## config.mk

```make
export PLATFORM = sky130hd
export DESIGN_NAME = strobe_watch
export DESIGN_NICKNAME = d
export VERILOG_FILES = /design/src/rtl/strobe_watch_pkg.sv /design/src/rtl/xfer_tracker.sv /design/src/rtl/strobe_rules.sv /design/src/rtl/err_report.sv /design/src/rtl/strobe_watch.sv
export SDC_FILE = /design/constraint.sdc
export NUM_CORES = 1
export LEC_CHECK = 0
export CORE_AREA = 2 2 39 41
export CTS_CLUSTER_SIZE = 40
export DETAILED_ROUTE_END_ITERATION = 16
export DIE_AREA = 0 0 41 43
export SYNTH_ARGS = -nofsm -noshare
export SYNTH_HDL_FRONTEND = slang
export SYNTH_SLANG_ARGS = --single-unit
```

## constraint.sdc

```tcl
create_clock -name clk -period 1.1 [get_ports clk]
set_input_delay 0.275 -clock clk [delete_from_list [all_inputs] [get_ports clk]]
set_output_delay 0.275 -clock clk [all_outputs]
set_load 0.02 [all_outputs]
```

## src/rtl/strobe_watch_pkg.sv

```systemverilog
`timescale 1ns/1ps
package strobe_watch_pkg;
    typedef enum logic [1:0] {
        PH_IDLE   = 2'd0,
        PH_SETUP  = 2'd1,
        PH_ACCESS = 2'd2
    } phase_t;

    typedef enum logic [1:0] {
        ERR_NONE      = 2'b00,
        ERR_READ_STRB = 2'b01,
        ERR_UNSTABLE  = 2'b10
    } err_code_t;
endpackage

```

## src/rtl/xfer_tracker.sv

```systemverilog
`timescale 1ns/1ps
module xfer_tracker
    import strobe_watch_pkg::*;
(
    input  logic clk,
    input  logic rst_n,
    input  logic sel,
    input  logic enable,
    input  logic ready,
    output logic opening
);
    phase_t state_q, state_d;

    always_ff @(posedge clk) begin
        if (!rst_n) state_q <= PH_IDLE;
        else        state_q <= state_d;
    end

    always_comb begin
        state_d = PH_IDLE;
        opening = 1'b0;
        unique case (state_q)
            PH_IDLE:   opening = sel;
            PH_SETUP:  opening = 1'b0;
            PH_ACCESS: opening = 1'b0;
            default:   opening = sel;
        endcase
        if (sel && !enable)              state_d = PH_SETUP;
        else if (sel && enable && !ready) state_d = PH_ACCESS;
        else                              state_d = PH_IDLE;
    end
endmodule

```

## src/rtl/strobe_rules.sv

```systemverilog
`timescale 1ns/1ps
module strobe_rules
    import strobe_watch_pkg::*;
#(
    parameter int LANES = 4
) (
    input  logic             clk,
    input  logic             rst_n,
    input  logic             sel,
    input  logic             write,
    input  logic             opening,
    input  logic [LANES-1:0] strb,
    output err_code_t        viol
);
    logic [LANES-1:0] prev_q;
    logic [LANES-1:0] lane_moved;

    always_ff @(posedge clk) begin
        if (!rst_n) prev_q <= '0;
        else        prev_q <= strb;
    end

    for (genvar i = 0; i < LANES; i++) begin : g_lane
        assign lane_moved[i] = strb[i] ^ prev_q[i];
    end

    always_comb begin
        viol = ERR_NONE;
        if (sel) begin
            if (opening) begin
                if (!write && (|strb)) viol = ERR_READ_STRB;
            end else if (|lane_moved) begin
                viol = ERR_UNSTABLE;
            end
        end
    end
endmodule

```

## src/rtl/err_report.sv

```systemverilog
`timescale 1ns/1ps
module err_report
    import strobe_watch_pkg::*;
(
    input  logic      clk,
    input  logic      rst_n,
    input  logic      clr,
    input  err_code_t viol,
    output logic      err_flag,
    output logic      err_pulse,
    output logic [1:0] err_code
);
    always_ff @(posedge clk) begin
        if (!rst_n) begin
            err_flag  <= 1'b0;
            err_pulse <= 1'b0;
            err_code  <= ERR_NONE;
        end else begin
            err_pulse <= (viol != ERR_NONE);
            if (viol != ERR_NONE) begin
                err_flag <= 1'b1;
                err_code <= viol;
            end else if (clr) begin
                err_flag <= 1'b0;
                err_code <= ERR_NONE;
            end
        end
    end

    // every pulse is accompanied by the sticky flag
    p_pulse_sets_flag_r7: assert property (@(posedge clk) disable iff (!rst_n)
        err_pulse |-> err_flag);

    // the flag only drops through clr
    p_flag_holds_r7: assert property (@(posedge clk) disable iff (!rst_n)
        (err_flag && !clr) |=> err_flag);

    // a pulse always carries a real rule code
    p_pulse_code_r8: assert property (@(posedge clk) disable iff (!rst_n)
        err_pulse |-> (err_code == 2'b01 || err_code == 2'b10));

    // clear with no new violation empties flag and code
    p_clear_r7: assert property (@(posedge clk) disable iff (!rst_n)
        (clr && viol == ERR_NONE) |=> (!err_flag && err_code == 2'b00));
endmodule

```

## src/rtl/strobe_watch.sv

```systemverilog
`timescale 1ns/1ps
module strobe_watch
    import strobe_watch_pkg::*;
#(
    parameter int LANES = 4
) (
    input  logic             clk,
    input  logic             rst_n,
    input  logic             clr,
    input  logic             sel,
    input  logic             enable,
    input  logic             write,
    input  logic [LANES-1:0] strb,
    input  logic             ready,
    output logic             err_flag,
    output logic             err_pulse,
    output logic [1:0]       err_code
);
    logic      opening;
    err_code_t viol;

    xfer_tracker u_track (
        .clk     (clk),
        .rst_n   (rst_n),
        .sel     (sel),
        .enable  (enable),
        .ready   (ready),
        .opening (opening)
    );

    strobe_rules #(.LANES(LANES)) u_rules (
        .clk     (clk),
        .rst_n   (rst_n),
        .sel     (sel),
        .write   (write),
        .opening (opening),
        .strb    (strb),
        .viol    (viol)
    );

    err_report u_rep (
        .clk       (clk),
        .rst_n     (rst_n),
        .clr       (clr),
        .viol      (viol),
        .err_flag  (err_flag),
        .err_pulse (err_pulse),
        .err_code  (err_code)
    );

    // idle cycles never produce a pulse
    p_idle_quiet_r5: assert property (@(posedge clk) disable iff (!rst_n)
        !sel |=> !err_pulse);

    // the opening cycle of a write is never flagged
    p_write_open_quiet_r3: assert property (@(posedge clk) disable iff (!rst_n)
        (sel && write && opening) |=> !err_pulse);

    // read opening with a non-zero strobe is reported as code 01
    p_read_strb_r2: assert property (@(posedge clk) disable iff (!rst_n)
        (sel && !write && opening && (|strb)) |=> (err_pulse && err_code == 2'b01));

    // an unchanged strobe inside a transfer gives no pulse
    p_held_quiet_r4: assert property (@(posedge clk) disable iff (!rst_n)
        (sel && !opening && $stable(strb)) |=> !err_pulse);
endmodule

```

# [After elaboration in Yosys (flattened, before gate mapping)]
# Cells that the tools add are included.
[word_totals] regBits=10 latchBits=0 mem_bits_rw=0 rom_bits=0 output_inout_bits=4 elab_cells=37 n_memories=0
[classes] n_addsub=0 mul=0 n_div=0 magnitude_cmp=0 n_eq_ne=2 n_shift=0 muxes=11 n_bitwise=5 n_reduce_logical=13
[ops] operator="2-bit two-way mux" count=6
[ops] operator="4-bit OR reduction" count=2
[ops] operator="1-bit two-way mux" count=5
[ops] operator="1-bit logical AND" count=4
[ops] operator="2-bit nonzero test" count=2
[ops] operator="2-bit OR reduction" count=2
[ops] operator="1-bit XOR" count=4
[ops] operator="1-bit logical NOT" count=3
[ops] operator="2-bit by 1-bit == test with 1-bit output (second input constant)" count=1
[ops] operator="2-bit == test (second input constant)" count=1
[ops] operator="1-bit inverter" count=1

# [Longest topological paths before layout]
[logic_depth] depth_word=7 mapped_depth=3 depth_no_buf=3

# [Hierarchy]
# A second synthesis with hierarchy kept.
[unflattened] cells_unflattened=35 area_unflattened_um2=375.4
[by_module_without_submodules] module="strobe_rules" n_inst=1 cells_each=17 area_each_um2=172.7 seq_area_each_um2=80.1
[by_module_without_submodules] module="err_report" n_inst=1 cells_each=11 area_each_um2=132.6 seq_area_each_um2=80.1
[by_module_without_submodules] module="xfer_tracker" n_inst=1 cells_each=7 area_each_um2=70.1 seq_area_each_um2=40.0

# [Least setup slack after synthesis]
# OpenSTA, ideal clock, no wires.
[synth_path] path_kind="reg2reg" from="register u_rules.prev_q[1]" to="register u_rep.err_code[0]" setup_time_ns=0.061 arrival_ns=1.084 slack_ns=-0.044 stages_incl_launch_ff=4 path_cell_list="dfxtp_1 > xor2_1 > o41ai_2 > o221a_1"
[synth_via] elab_chain_len=7
[synth_lines] item="start, declared" line_no="strobe_rules.sv:15" text="logic [LANES-1:0] prev_q;"
[synth_lines] item="start signal, assigned" line_no="strobe_rules.sv:20" text="else prev_q <= strb;"
[synth_lines] item="1-bit XOR *" line_no="strobe_rules.sv:24" text="assign lane_moved[i] = strb[i] ^ prev_q[i];"
[synth_lines] item="4-bit OR reduction *" line_no="strobe_rules.sv:32" text="end else if (|lane_moved) begin"
[synth_lines] item="2-bit two-way mux *" line_no="strobe_rules.sv:32"
[synth_lines] item="2-bit two-way mux *" line_no="strobe_rules.sv:30" text="if (opening) begin"
[synth_lines] item="2-bit two-way mux *" line_no="strobe_rules.sv:29" text="if (sel) begin"
[synth_lines] item="2-bit nonzero test *" line_no="err_report.sv:20" text="if (viol != ERR_NONE) begin"
[synth_lines] item="2-bit two-way mux / 2-bit nonzero test (equally long branches)"
[synth_lines] item="end signal, assigned" line_no="err_report.sv:22" text="err_code <= viol;"
[synth_lines] item="end, declared" line_no="err_report.sv:11" text="output logic [1:0] err_code"
# Every way passes the cells marked *; elsewhere a longest branch is shown, timed or not.
# A chain may end at the register's enable or synchronous reset.

# [Worst setup path in the final report]
# Ends and elaborated chain as after synthesis.

==> flow_summary.rst <==
.. list-table::
   :header-rows: 1

   * - Metric
     - Value
   * - First-pass GRT wire length
     - 1380 um
   * - Total power divided by cell area
     - 1380 nW/um2
   * - Violations in the final reports
     - setup timing
   * - Hold_sp
     - strb[3]
   * - FF/Latch Area
     - 203 um2
   * - Antenna-violating nets left
     - 0
   * - Net count reported at finish
     - 70
   * - Number of library cell types mapped by synthesis
     - 18
   * - Setup slack at placement
     - -0.611 ns
   * - Hold Violations, Final
     - 0
   * - Sort of element at the start of the critical path
     - flop
   * - Normalized max-slew margin
     - 79.5%
   * - Port Buf Inserts
     - 14
   * - Final Instance Count excl. Fillers
     - 74
   * - Number of antenna violations at the first check in global routing
     - 0
   * - Routed len/inst
     - 11.5 um
   * - Worst vdd rail ir drop
     - 0.000634 V
   * - Total half-perimeter wirelength after legalization and detailed placement
     - 587 um
   * - Hold crit path type
     - in2reg
   * - Total number of vias
     - 328
   * - Ratio of final minimum period to clock period
     - 109%
   * - Starting density of the core
     - 27.6%
   * - Post-route setup TNS
     - -0.337 ns
   * - Sequential share of power
     - 46.1%
   * - Vias in the first global route
     - 321
   * - Detailed Routing Iterations Pass 1
     - 4
   * - Worst Hold Endpoint
     - u_rules.prev_q[3]
   * - Unrepaired setup endpoints after global routing
     - true
   * - Clock tree skew after final layout
     - 0.00366 ns
   * - Layout cell share with drive strength beyond 1
     - 36.2%
   * - H-tree level count
     - 1
   * - Reg2reg path depth
     - 4
   * - Horizontal die dimension
     - 41 um
   * - Tot GR Track Use
     - 12.5%
   * - Die outline area
     - 1760 um2
   * - Share of the yosys chip area belonging to registers
     - 52.5%
   * - Clock tree buffer depth
     - 2
   * - Post-CTS Hold Buffers
     - 0
   * - Top Ports
     - 15
   * - Fraction of power consumed by combinational cells
     - 15.4%
   * - Remaining routing DRC violations
     - 0
   * - Maximum achievable frequency
     - 831 MHz
   * - Crit path setup slack, layout
     - -0.104 ns
   * - Final standard cell utilization of the core
     - 44.4%
   * - Synth warn
     - 0
   * - Leak
     - 0.271 nW
   * - Crit path required time
     - 1.30 ns
   * - Cell internal pwr
     - 0.653 mW
   * - Number of max-capacitance violations reported
     - 0
   * - Clock share of power
     - 38.5%
   * - Pins over their slew limit
     - 0
   * - Final RePlAce weighted congestion
     - 0.632
   * - Clock buffers created by TritonCTS
     - 3
   * - Clock root buffer
     - sky130_fd_sc_hd__clkbuf_4
   * - Worst-skew pair later-pin latency
     - 0.26 ns
   * - Number of setup violations in the final report
     - 4
   * - CP Class
     - reg2reg
   * - Transition time of the tightest slew-check pin
     - 0.305 ns
   * - Area of the mapped netlist
     - 382 um2
   * - TritonCTS Sinks
     - 10
   * - Reg-to-reg endpoint
     - u_rep.err_code[0]
   * - Mapped Nets
     - 47
   * - Pin count of the biggest net entering global routing
     - 9
   * - Outcome
     - complete, but fails checks
   * - Area of the placeable core
     - 1380 um2
   * - Synthesized netlist cell count
     - 36
   * - Cell count of the worst hold path
     - 2
   * - Minimum period implied by the final worst setup slack
     - 1.20 ns
   * - Core Rows
     - 14
   * - Post-Synthesis Mean Instance Area
     - 10.6 um2
   * - Clock tree from TritonCTS
     - yes
   * - Fillers
     - 142
   * - Area of combinational cells with multiple inputs
     - 201 um2
   * - Antenna Diode Count
     - 0
   * - Final global-route overflow total
     - 0
   * - First-iteration detailed-routing DRC count
     - 6
   * - Endpoint arrival time on the critical path
     - 1.41 ns
   * - Via density
     - 4.43
   * - Net Sw Power
     - 0.195 mW
   * - Detailed Route WL
     - 853 um
   * - Register clock-pin slew on the reported worst setup and hold paths
     - 0.07 ns
   * - Chip height
     - 43 um
   * - Critical register-to-register path startpoint
     - u_rules.prev_q[1]
   * - Peak fanout along the critical path
     - 4
   * - Number of cells after detailed placement
     - 69
   * - Sw Ratio
     - 23.0%
   * - Element type at the critical path end
     - flop
   * - Growth of design area from synthesis to finish
     - 61.0%
   * - Post-synthesis register bit count
     - 10
   * - R2R setup slack
     - -0.10 ns
==> synthesized netlist by cell type, drive strengths merged <==
master / n / area [um2]
dfxtp: 10 / 200
xor2: 5 / 43.8
and2: 4 / 26.3
nand2: 3 / 11.3
inv: 2 / 7.51
nand2b: 1 / 6.26
nor2: 1 / 3.75
nor2b: 1 / 6.26
nor3: 1 / 5.00
nor3b: 1 / 7.51
nor4: 1 / 6.26
o21ai: 1 / 5.00
o221a: 1 / 11.3
o221ai: 1 / 8.76
o32ai: 1 / 8.76
o41ai: 1 / 16.3
or4: 1 / 7.51
==> layer usage <==
layer | wire (um) | global-route usage, % | vias up
met3 | 40 | 7.85 | 2
met5 | 0 | 0 | -
li1 | - | - | 169
met1 | 346 | 12.7 | 149
met2 | 449 | 19.1 | 8
met4 | 17 | 6.00 | 0
==> layout by cell type, fill, tap and decap left out, drive strengths merged <==
cell           netlist  routed
nor2b                1       1
and2                 4       4
nand2                3       3
nor3b                1       1
nor2                 1       1
dlygate4sd2          0       5
xor2                 5       5
clkdlybuf4s50        0       5
nor4                 1       1
buf                  0       8
nand2b               1       1
o41ai                1       1
inv                  2       2
o221ai               1       1
nor3                 1       1
dfxtp               10      10
clkbuf               0       4
o21ai                1       1
or4                  1       1
o32ai                1       1
o221a                1       1
==> layout make-up <==
| class | count | share of cell area, % |
|---|---|---|
| well taps | 16 | 3.26 |
| repair buffers | 18 | 23.8 |
| flip-flops and latches | 10 | 33.0 |
| inverters | 2 | 1.22 |
| clock buffers | 4 | 5.91 |
| multi-input cells | 24 | 32.8 |
==> worst max path at each step <==
stage | cells after the start | start | endpoint | slack (ns)
floorplan | 3 | u_rules.prev_q[2] | u_rep.err_code[0] | -0.03
global placement | 4 | strb[2] | u_rep.err_code[0] | -0.57
detailed placement | 4 | strb[2] | u_rep.err_flag | -0.61
CTS | 4 | u_rules.prev_q[1] | u_rep.err_code[0] | -0.10
global route | 4 | u_rules.prev_q[1] | u_rep.err_code[0] | -0.15
finish | 4 | u_rules.prev_q[1] | u_rep.err_code[0] | -0.10
==> flip-flops by register name (all words and copies together) (netlist names) <==
signal,cells
u_rules.prev_q,4
u_rep.err_flag,1
u_rep.err_pulse,1
u_rep.err_code,2
u_track.state_q,2
==> critical path, stage by stage, from the launching register on <==
cell and delay (ns):
sky130_fd_sc_hd__dfxtp_2 0.32, sky130_fd_sc_hd__xor2_1 0.16, sky130_fd_sc_hd__o41ai_2 0.32, sky130_fd_sc_hd__buf_4 0.18, sky130_fd_sc_hd__o221a_1 0.17
==> power by group through the flow <==
| stage | clock network [mW] | registers [mW] | logic [mW] |
|---|---|---|---|
| 2_1_floorplan | 0 | 0.408 | 0.0403 |
| 3_3_place_gp | 0 | 0.397 | 0.130 |
| 3_5_place_dp | 0 | 0.398 | 0.131 |
| 4_1_cts | 0.335 | 0.391 | 0.128 |
| 5_1_grt | 0.374 | 0.393 | 0.143 |
| 6_report | 0.327 | 0.391 | 0.131 |
==> kinds of logic after synthesis <==
kind of cell / share of synthesized area, %
DFF: 52.5
AOI/OAI and AO/OA: 13.1
and+or+nand+nor: 21.0
buffers and inverters: 1.97
xor gates and xnor gates: 11.5
==> stage by stage <==
step	power, mW	area [um2]	hold slack (ns)
floorplan	0.448	382	0.347
global placement	0.527	564	0.483
detailed placement	0.529	564	0.464
CTS	0.854	608	0.413
global route	0.910	614	0.428
finish	0.848	614	0.440
==> what timing repair did <==
action,4_1_cts,5_1_grt
resized for setup,26,4
endpoints found under the setup margin,8,6
hold endpoints to repair,0,0
pin swaps,4,0
buffers inserted,1,0
Note: power is estimated with default switching activity, not from simulation.
